### src/rtl/tlparb_pkg.sv
package tlparb_pkg;

  typedef enum logic [1:0] {
    OWN_NONE    = 2'd0,
    OWN_POST    = 2'd1,
    OWN_NONPOST = 2'd2
  } owner_e;

  localparam int IDX_POST    = 0;
  localparam int IDX_NONPOST = 1;
  localparam int N_SRC       = 2;

endpackage

### src/rtl/tlparb_pick.sv
module tlparb_pick
  import tlparb_pkg::*;
(
  input  logic   clk,
  input  logic   rst_n,
  input  logic   post_elig_i,
  input  logic   np_elig_i,
  input  logic   commit_i,
  output owner_e pick_o
);

  // 1: the last granted packet was non-posted, so posted wins the next tie
  logic last_np_q;
  logic last_np_d;

  always_comb begin
    if (post_elig_i && np_elig_i) begin
      pick_o = last_np_q ? OWN_POST : OWN_NONPOST;
    end else if (post_elig_i) begin
      pick_o = OWN_POST;
    end else if (np_elig_i) begin
      pick_o = OWN_NONPOST;
    end else begin
      pick_o = OWN_NONE;
    end
  end

  always_comb begin
    last_np_d = last_np_q;
    if (commit_i) begin
      last_np_d = (pick_o == OWN_NONPOST);
    end
  end

  always_ff @(posedge clk or negedge rst_n) begin
    if (!rst_n) begin
      last_np_q <= 1'b1;
    end else if (commit_i) begin
      last_np_q <= last_np_d;
    end
  end


  no_blocked_pick_chk: assert property (@(posedge clk) disable iff (!rst_n)
    !np_elig_i |-> pick_o != OWN_NONPOST);

endmodule

### src/rtl/tlparb_mux.sv
module tlparb_mux
  import tlparb_pkg::*;
#(
  parameter int DATA_W = 128,
  localparam int BYTE_W = DATA_W / 8
) (
  input  logic                          clk,
  input  logic                          rst_n,
  input  owner_e                        route_i,
  input  logic [N_SRC-1:0]              src_valid_i,
  input  logic [N_SRC-1:0]              src_sop_i,
  input  logic [N_SRC-1:0]              src_eop_i,
  input  logic [N_SRC-1:0][DATA_W-1:0]  src_data_i,
  input  logic [N_SRC-1:0][BYTE_W-1:0]  src_bytes_i,
  output logic [N_SRC-1:0]              src_ready_o,
  input  logic                          out_ready_i,
  output logic                          out_valid_o,
  output logic                          out_sop_o,
  output logic                          out_eop_o,
  output logic [DATA_W-1:0]             out_data_o,
  output logic [BYTE_W-1:0]             out_bytes_o
);

  logic [N_SRC-1:0] hit;

  assign hit[IDX_POST]    = (route_i == OWN_POST);
  assign hit[IDX_NONPOST] = (route_i == OWN_NONPOST);

  for (genvar gi = 0; gi < N_SRC; gi++) begin : g_ready
    assign src_ready_o[gi] = hit[gi] & out_ready_i;
  end

  always_comb begin
    out_valid_o = 1'b0;
    out_sop_o   = 1'b0;
    out_eop_o   = 1'b0;
    out_data_o  = '0;
    out_bytes_o = '0;
    for (int i = 0; i < N_SRC; i++) begin
      if (hit[i]) begin
        out_valid_o = src_valid_i[i];
        out_sop_o   = src_sop_i[i];
        out_eop_o   = src_eop_i[i];
        out_data_o  = src_data_i[i];
        out_bytes_o = src_bytes_i[i];
      end
    end
  end


  single_ready_chk: assert property (@(posedge clk) disable iff (!rst_n)
    $onehot0(src_ready_o));

endmodule

### src/rtl/tlp_tx_merge.sv
module tlp_tx_merge
  import tlparb_pkg::*;
#(
  parameter int DATA_W = 128,
  localparam int BYTE_W = DATA_W / 8
) (
  input  logic              clk,
  input  logic              rst_n,
  input  logic              p_valid,
  output logic              p_ready,
  input  logic              p_sop,
  input  logic              p_eop,
  input  logic [DATA_W-1:0] p_data,
  input  logic [BYTE_W-1:0] p_bytes,
  input  logic              np_valid,
  output logic              np_ready,
  input  logic              np_sop,
  input  logic              np_eop,
  input  logic [DATA_W-1:0] np_data,
  input  logic [BYTE_W-1:0] np_bytes,
  input  logic              np_credit_ok,
  output logic              tx_valid,
  input  logic              tx_ready,
  output logic              tx_sop,
  output logic              tx_eop,
  output logic [DATA_W-1:0] tx_data,
  output logic [BYTE_W-1:0] tx_bytes
);

  owner_e owner_q, owner_d, pick, route;
  logic   idle, post_elig, np_elig, commit, accept;
  logic [N_SRC-1:0] ready_vec;

  assign idle      = (owner_q == OWN_NONE);
  assign post_elig = idle & p_valid & p_sop;
  assign np_elig   = idle & np_valid & np_sop & np_credit_ok;
  assign commit    = idle & (pick != OWN_NONE);
  assign route     = idle ? pick : owner_q;
  assign accept    = tx_valid & tx_ready;

  tlparb_pick u_pick (
    .clk         (clk),
    .rst_n       (rst_n),
    .post_elig_i (post_elig),
    .np_elig_i   (np_elig),
    .commit_i    (commit),
    .pick_o      (pick)
  );

  tlparb_mux #(.DATA_W(DATA_W)) u_mux (
    .clk         (clk),
    .rst_n       (rst_n),
    .route_i     (route),
    .src_valid_i ({np_valid, p_valid}),
    .src_sop_i   ({np_sop, p_sop}),
    .src_eop_i   ({np_eop, p_eop}),
    .src_data_i  ({np_data, p_data}),
    .src_bytes_i ({np_bytes, p_bytes}),
    .src_ready_o (ready_vec),
    .out_ready_i (tx_ready),
    .out_valid_o (tx_valid),
    .out_sop_o   (tx_sop),
    .out_eop_o   (tx_eop),
    .out_data_o  (tx_data),
    .out_bytes_o (tx_bytes)
  );

  assign p_ready  = ready_vec[IDX_POST];
  assign np_ready = ready_vec[IDX_NONPOST];

  // grant locks at the first offer of a start beat, released by accepted eop
  always_comb begin
    owner_d = owner_q;
    if (accept && tx_eop) begin
      owner_d = OWN_NONE;
    end else if (idle) begin
      owner_d = pick;
    end
  end

  always_ff @(posedge clk or negedge rst_n) begin
    if (!rst_n) begin
      owner_q <= OWN_NONE;
    end else begin
      owner_q <= owner_d;
    end
  end


  no_interleave_chk: assert property (@(posedge clk) disable iff (!rst_n)
    (owner_q == OWN_POST) |-> !np_ready);


  np_finish_chk: assert property (@(posedge clk) disable iff (!rst_n)
    (owner_q == OWN_NONPOST) && np_valid |-> tx_valid && !p_ready);


  stall_hold_chk: assert property (@(posedge clk) disable iff (!rst_n)
    tx_valid && !tx_ready |=> owner_q != OWN_NONE);


  full_bytes_chk: assert property (@(posedge clk) disable iff (!rst_n)
    tx_valid && !tx_eop |-> &tx_bytes);


  sop_first_chk: assert property (@(posedge clk) disable iff (!rst_n)
    idle && tx_valid |-> tx_sop);

endmodule

### config.mk
export PLATFORM = sky130hd
export DESIGN_NAME = tlp_tx_merge
export DESIGN_NICKNAME = d
export VERILOG_FILES = /design/src/rtl/tlparb_pkg.sv /design/src/rtl/tlparb_pick.sv /design/src/rtl/tlparb_mux.sv /design/src/rtl/tlp_tx_merge.sv
export SDC_FILE = /design/constraint.sdc
export NUM_CORES = 1
export LEC_CHECK = 0
export BUFFER_PORTS_ARGS = -buffer_cell sky130_fd_sc_hd__clkbuf_2
export CORE_AREA = 5 5 171 173
export CTS_CLUSTER_DIAMETER = 50
export DETAILED_ROUTE_END_ITERATION = 10
export DIE_AREA = 0 0 176 178
export GPL_ROUTABILITY_DRIVEN = 0
export GPL_TIMING_DRIVEN = 0
export HOLD_SLACK_MARGIN = 0.05
export PLACE_DENSITY = 0.31
export SLEW_MARGIN = 20
export SYNTH_ARGS = -nofsm -noshare
export SYNTH_HDL_FRONTEND = slang
export SYNTH_SLANG_ARGS = --single-unit
### constraint.sdc
create_clock -name clk -period 1.94 [get_ports clk]
set_clock_uncertainty 0.15 [all_clocks]
set_input_delay 0.097 -clock clk [delete_from_list [all_inputs] [get_ports clk]]
set_output_delay 0.097 -clock clk [all_outputs]
set_load 0.05 [all_outputs]
==> results.py, run 1 <==
metrics = {
    "status": {
        "status": "finished, violations left",
        "violations": "negative setup slack",
    },
    "finish": {
        "layout_commonest_cell": "clkbuf_2",
        "areaGrowthSynthToFinish_pct": 377,
        "nNetsFinal": 980,
        "layout_common_cells": "clkbuf_2, buf_8, a22o_4",
        "diodes": 0,
        "drive_above_1_share_pct": 96.0,
    },
    "sta": {
        "worstMarginPinSlew_ns": 0.351,
        "drv_slew": 0,
        "fin_worst_hold_slack_ns": 0.0636,
        "fin_tns_setup_ns": -35.65,
        "hold_viol_final": 0,
        "fin_ws_ns": -0.287,
        "setup_viol": 148,
        "finalCriticalPeriod_ns": 2.23,
        "relSlewSlack_pct": 76.3,
        "rsz0062_at_grt": "yes",
        "post-route-period-util_pct": 115,
        "fmax_ghz": 0.449,
    },
    "power": {
        "peakVddDrop_uv": 1030,
        "power.total_mw": 17.8,
        "leakage_nw": 4.15,
        "cellPowerDensity_mw_per_mm2": 2160,
    },
    "run": {
        "cap_viol_max_count": 0,
    },
    "logic_synthesis": {
        "seq_area_frac_synth_pct": 4.42,
        "synthFlopType": "dfrtp_1",
        "synth_edf_count": 0,
        "synthArstFlopShare_pct": 100,
        "synth.avg_cell_area_um2": 8.47,
        "ys_ff_latch": 3,
        "synth_area_mm2": 0.00173,
        "yosysUniqueCellTypes": 24,
        "postSynthCellCount": 204,
        "yosys_warnings": 0,
        "syn-num-nets": 502,
    },
    "setup_path": {
        "crit_path_end": "tx_data[96]",
        "path_class": "flip-flop to output port",
        "r2r_start": "u_pick.last_np_q",
        "worstPathArrival_ns": 1.98,
        "worst-endpoint-required_ns": 1.69,
        "worstPathMaxFanout": 6,
        "critPathLaunch": "u_pick.last_np_q",
        "end_kind": "output port",
        "start_kind": "flip-flop",
        "r2r_end": "owner_q[1]",
        "r2r_slack_ns": 0.08,
        "reg2reg_depth": 6,
    },
    "cts": {
        "path_clk_slew_ns": 0.03,
        "cts-buffers-inserted": 3,
        "cts.sinks": 3,
        "h-tree-depth": 1,
        "cts_tree": "yes",
        "clock_tree.root_cell": "clkbuf_16",
        "clk-insertion-delay-late_ns": 0.22,
        "clk_path_buf_depth": 2,
    },
    "hold_path": {
        "hold_class": "input pin to async pin",
    },
    "route": {
        "first_pass_iters": 4,
        "drc_errors": 0,
        "vias": 3934,
        "wl_per_cell_um": 19.3,
        "postRouteAntennaNets": 0,
        "routed_wl_mm": 19.9,
        "vias_per_cell": 3.83,
        "drt-initial-drc-count": 70,
    },
    "grt": {
        "gr-total-overflow": 0,
        "antenna_found_initial": 0,
        "grt_usage_pct": 10.3,
        "grt_pass1_vias": 4271,
        "grt_max_degree": 11,
        "grt_pass1_wl_mm": 25.3,
    },
    "die": {
        "ios": 447,
        "die_w_um": 176,
        "coreArea_mm2": 0.0275,
        "dieArea_mm2": 0.0313,
        "die_y_um": 178,
        "rows": 61,
        "start_util_pct": 6.29,
    },
    "placement": {
        "dp_hpwl_mm": 15.0,
        "io_buffers": 446,
    },
}
-- cells in the mapped netlist, drive strengths merged (2+ instances only) --
library cell  number  area [µm²]
inv                2        7.51
a22o             146        1280
dfrtp              2        50.1
a31oi              2        12.5
nor2               3        11.3
and2               2        12.5
buf               32         215
-- where the power goes --
part	total [mW]	switching [mW]	internal (mW)	leakage [nW]
clock network	0.333	0.0611	0.272	0.0382
registers	0.117	0.0195	0.0973	0.0336
logic	17.3	8.68	8.67	4.08
-- worst max-delay path, cell delays in order (launching register included) --
cell and delay (ns):
dfstp_2 0.53, and4b_2 0.26, o2bb2ai_4 0.17, buf_12 0.17
buf_16 0.16, clkbuf_16 0.16, a22o_4 0.14, clkbuf_16 0.16
-- per-stage QoR --
stage               util [%]  cell area (µm²)  instances  setup WS (ns)
floorplan                  -             1900        204         0.0575
global placement        16.6             4570        996         -0.558
detailed placement      16.6             4570        996         -0.578
CTS                     25.9             7130       1015         -0.262
global route            30.0             8240       1027         -0.369
finish                  30.0             8240       1027         -0.287
-- cells by family after synthesis --
family	count (synthesis)	share of synthesized area, %
flops	3	4.42
buf+inv	35	13.1
simple gates	10	3.40
compound gates	156	79.1
-- what timing repair did --
action	CTS	global route
setup buffers	10	1
setup endpoints to repair	149	149
hold buffers	2	0
endpoints found under the hold margin	5	0
gates resized for setup	446	194
cloned	3	12
pin swaps	4	83
-- flip-flops by register name (all words and copies together) (netlist names) --
register / count
owner_q: 2
u_pick.last_np_q: 1
-- how the worst min path moves through the flow --
stage,from,to,cells past startpoint
2_1_floorplan,rst_n,owner_q[0],0
3_3_place_gp,rst_n,owner_q[1],1
3_5_place_dp,rst_n,owner_q[0],1
4_1_cts,rst_n,owner_q[0],2
5_1_grt,rst_n,owner_q[0],2
6_report,rst_n,owner_q[0],2
-- routing by layer --
layer / track usage [%] / vias up / wire [µm]
met5: 0 / - / 0
met4: 0.682 / 0 / 113
met3: 2.20 / 12 / 1410
met2: 19.9 / 220 / 10900
met1: 12.1 / 1837 / 7440
li1: - / 1865 / -
-- layout make-up --
class / count / area [µm²]
Tap cell: 346 / 433
Inverter: 2 / 7.51
Fill cell: 2774 / 19200
Clock buffer: 4 / 78.8
Multi-Input combinational cell: 166 / 2330
Buffer: 33 / 505
Timing Repair Buffer: 473 / 4810
Sequential cell: 3 / 76.3
(Power assumes the default switching activity.)
==> run 2, diff against run 1 <==
Settings changed: SYNTH_HIERARCHICAL set to 1.
==> run 2 against run 1 <==
Against the previous run:
- the run still ends with negative setup slack left
- clock power barely moved
- first-iteration DRC count shrank 36%
- non-clock buffer count fell by 6
- final cell count fell by 0.58%
- sequential share of layout area about the same
- power decreased by 96%
- cell area decreased by 2.7%
- register-to-register slack got worse by 0.54 ns
- via count down 0.20%
- global-route usage up 0.40 points
- utilization down 0.81 points
- combinational power decreased by 98%
- critical path type unchanged
- critical endpoint is now tx_bytes[7]
==> results.py, run 2 <==
metrics = {
    "status": {
        "status": "finished, violations left",
        "violations": "negative setup slack",
    },
    "placement": {
        "dp_hpwl_mm": 15.8,
        "pre_cts_ws_ns": -0.717,
        "io_buffers": 446,
    },
    "logic_synthesis": {
        "seq_area_frac_synth_pct": 4.46,
        "yosys_warnings": 6,
        "ys_ff_latch": 3,
        "yosysMostFrequentCell": "a22o_1",
        "synth_top_cell_by_area": "a22o_1",
        "ys_top_cells_by_area": "a22o_1, buf_4, buf_2",
        "synth_common_cells": "a22o_1, buf_2, buf_4",
        "yosysUniqueCellTypes": 22,
        "synth.top_cell.area_share_pct": 75.2,
        "syn-num-nets": 501,
        "synth.avg_cell_area_um2": 8.44,
        "synth_edf_count": 0,
        "synthArstFlopShare_pct": 100,
        "synthFlopType": "dfrtp_1",
        "synth_area_mm2": 0.00171,
        "postSynthCellCount": 203,
    },
    "route": {
        "wl_per_cell_um": 18.9,
        "vias": 3926,
        "drt-initial-drc-count": 45,
        "first_pass_iters": 4,
        "routed_wl_mm": 19.3,
        "postRouteAntennaNets": 0,
        "vias_per_cell": 3.85,
        "drc_errors": 0,
    },
    "setup_path": {
        "critPathLaunch": "owner_q[1]",
        "path_class": "flip-flop to output port",
        "worst-endpoint-required_ns": 1.69,
        "end_kind": "output port",
        "slowest_stage": "dfrtp_1",
        "cp_num_cells": 10,
        "crit_chain": "nor2_4 > and3_4 > a21boi_4 > nand2b_1 > nand2_1 > and2b_4 > buf_4 > bufbuf_16 > a22o_4 > buf_8",
        "crit_path_end": "tx_bytes[7]",
        "r2r_end": "owner_q[0]",
        "critical-path-top-delay-family": "simple AND/OR/NAND/NOR gates",
        "path_buf_inv": 3,
        "r2r_start": "owner_q[1]",
        "start_kind": "flip-flop",
        "slowest_delay_ns": 0.40,
        "reg2reg_depth": 12,
        "worstPathArrival_ns": 2.32,
        "r2r_slack_ns": -0.46,
        "worstPathMaxFanout": 5,
    },
    "finish": {
        "max_flop_register": "owner_q",
        "post-route-util_pct": 29.2,
        "layout_commonest_cell": "clkbuf_2",
        "drive_above_1_share_pct": 98.2,
        "reg_top3": "owner_q (2), u_pick/last_np_q (1)",
        "layout_common_cells": "clkbuf_2, a22o_4, buf_8",
        "diodes": 0,
        "nFillCells": 2788,
        "largest_register_ffs": 2,
        "areaGrowthSynthToFinish_pct": 368,
        "nNetsFinal": 974,
    },
    "sta": {
        "fmax_ghz": 0.390,
        "setup_viol": 151,
        "fin_ws_ns": -0.623,
        "drv_slew": 0,
        "hold_viol_final": 0,
        "fin_tns_setup_ns": -83.88,
        "rsz0062_at_grt": "yes",
        "finalCriticalPeriod_ns": 2.56,
        "relSlewSlack_pct": 83.1,
        "worstMarginPinSlew_ns": 0.256,
        "post-route-period-util_pct": 132,
    },
    "power": {
        "peakVddDrop_uv": 201,
        "leakage_nw": 4.30,
        "cellPowerDensity_mw_per_mm2": 97.3,
    },
    "grt": {
        "antenna_found_initial": 0,
        "grt_usage_pct": 10.7,
        "grt_pass1_wl_mm": 26.1,
        "grt_max_degree": 11,
        "grt_pass1_vias": 4435,
        "gr-total-overflow": 0,
    },
    "cts": {
        "clk-insertion-delay-late_ns": 0.22,
        "clk_path_buf_depth": 2,
        "path_clk_slew_ns": 0.03,
        "h-tree-depth": 1,
        "cts.sinks": 3,
        "clock_tree.root_cell": "clkbuf_16",
        "cts_tree": "yes",
        "cts-buffers-inserted": 3,
    },
    "die": {
        "start_util_pct": 6.23,
        "ios": 447,
        "rows": 61,
        "dieArea_mm2": 0.0313,
        "die_y_um": 178,
        "die_w_um": 176,
        "coreArea_mm2": 0.0275,
    },
    "run": {
        "cap_viol_max_count": 0,
    },
    "hold_path": {
        "hold_class": "input pin to async pin",
    },
}
run 2: kinds of logic (layout without fill, tap and decap cells):
logic type / count (synthesis) / after routing / share of synthesized area (%)
compound gates: 152 / 152 / 77.3
simple gates: 12 / 12 / 4.68
flops: 3 / 3 / 4.46
buf+inv: 35 / 507 / 12.7
mux: 1 / 1 / 0.876
run 2: worst min-delay path by stage:
stage	to	slack (ns)	from	depth (start not counted)
finish	owner_q[0]	0.07	rst_n	2
CTS	owner_q[0]	0.07	rst_n	2
global placement	owner_q[0]	-0.25	rst_n	1
global route	owner_q[0]	0.09	rst_n	2
floorplan	owner_q[0]	-0.35	rst_n	0
detailed placement	owner_q[0]	-0.25	rst_n	1
run 2: cell type report:
class	instances	area, µm²	share of cell area, %
Buffer	32	533	6.64
Clock buffer	4	78.8	0.983
Inverter	3	11.3	0.140
Multi-Input combinational cell	165	2740	34.2
Sequential cell	3	76.3	0.951
Tap cell	346	433	5.40
Timing Repair Buffer	468	4150	51.7
run 2: through the flow:
stage	std cells	hold slack [ns]	cell area, µm²	power [mW]
floorplan	203	-0.349	2670	0.0693
global placement	995	-0.253	5340	0.418
detailed placement	995	-0.255	5340	0.421
CTS	1011	0.0724	7140	0.763
global route	1021	0.0898	8020	0.827
finish	1021	0.0739	8020	0.780
run 2: layer usage:
layer  global-route usage [%]  up-vias  part of all wire [%]
li1                         -     1843                     -
met4                     2.27        0                   2.0
met2                     21.4      249                    55
met3                     3.12       22                   8.5
met5                        0        -                     0
met1                     10.9     1812                    34
run 2: report_power, final:
part           switching (mW)  internal (mW)  total (mW)
clock network          0.0585          0.271       0.330
registers                   0         0.0631      0.0631
logic                   0.169          0.219       0.387
run 2: repair_timing:
action,CTS,global route
setup endpoints to repair,151,151
endpoints found under the hold margin,3,0
hold buffers,1,0
setup buffers,6,6
pin swaps,1,28
cloned,5,5
gates resized for setup,332,235
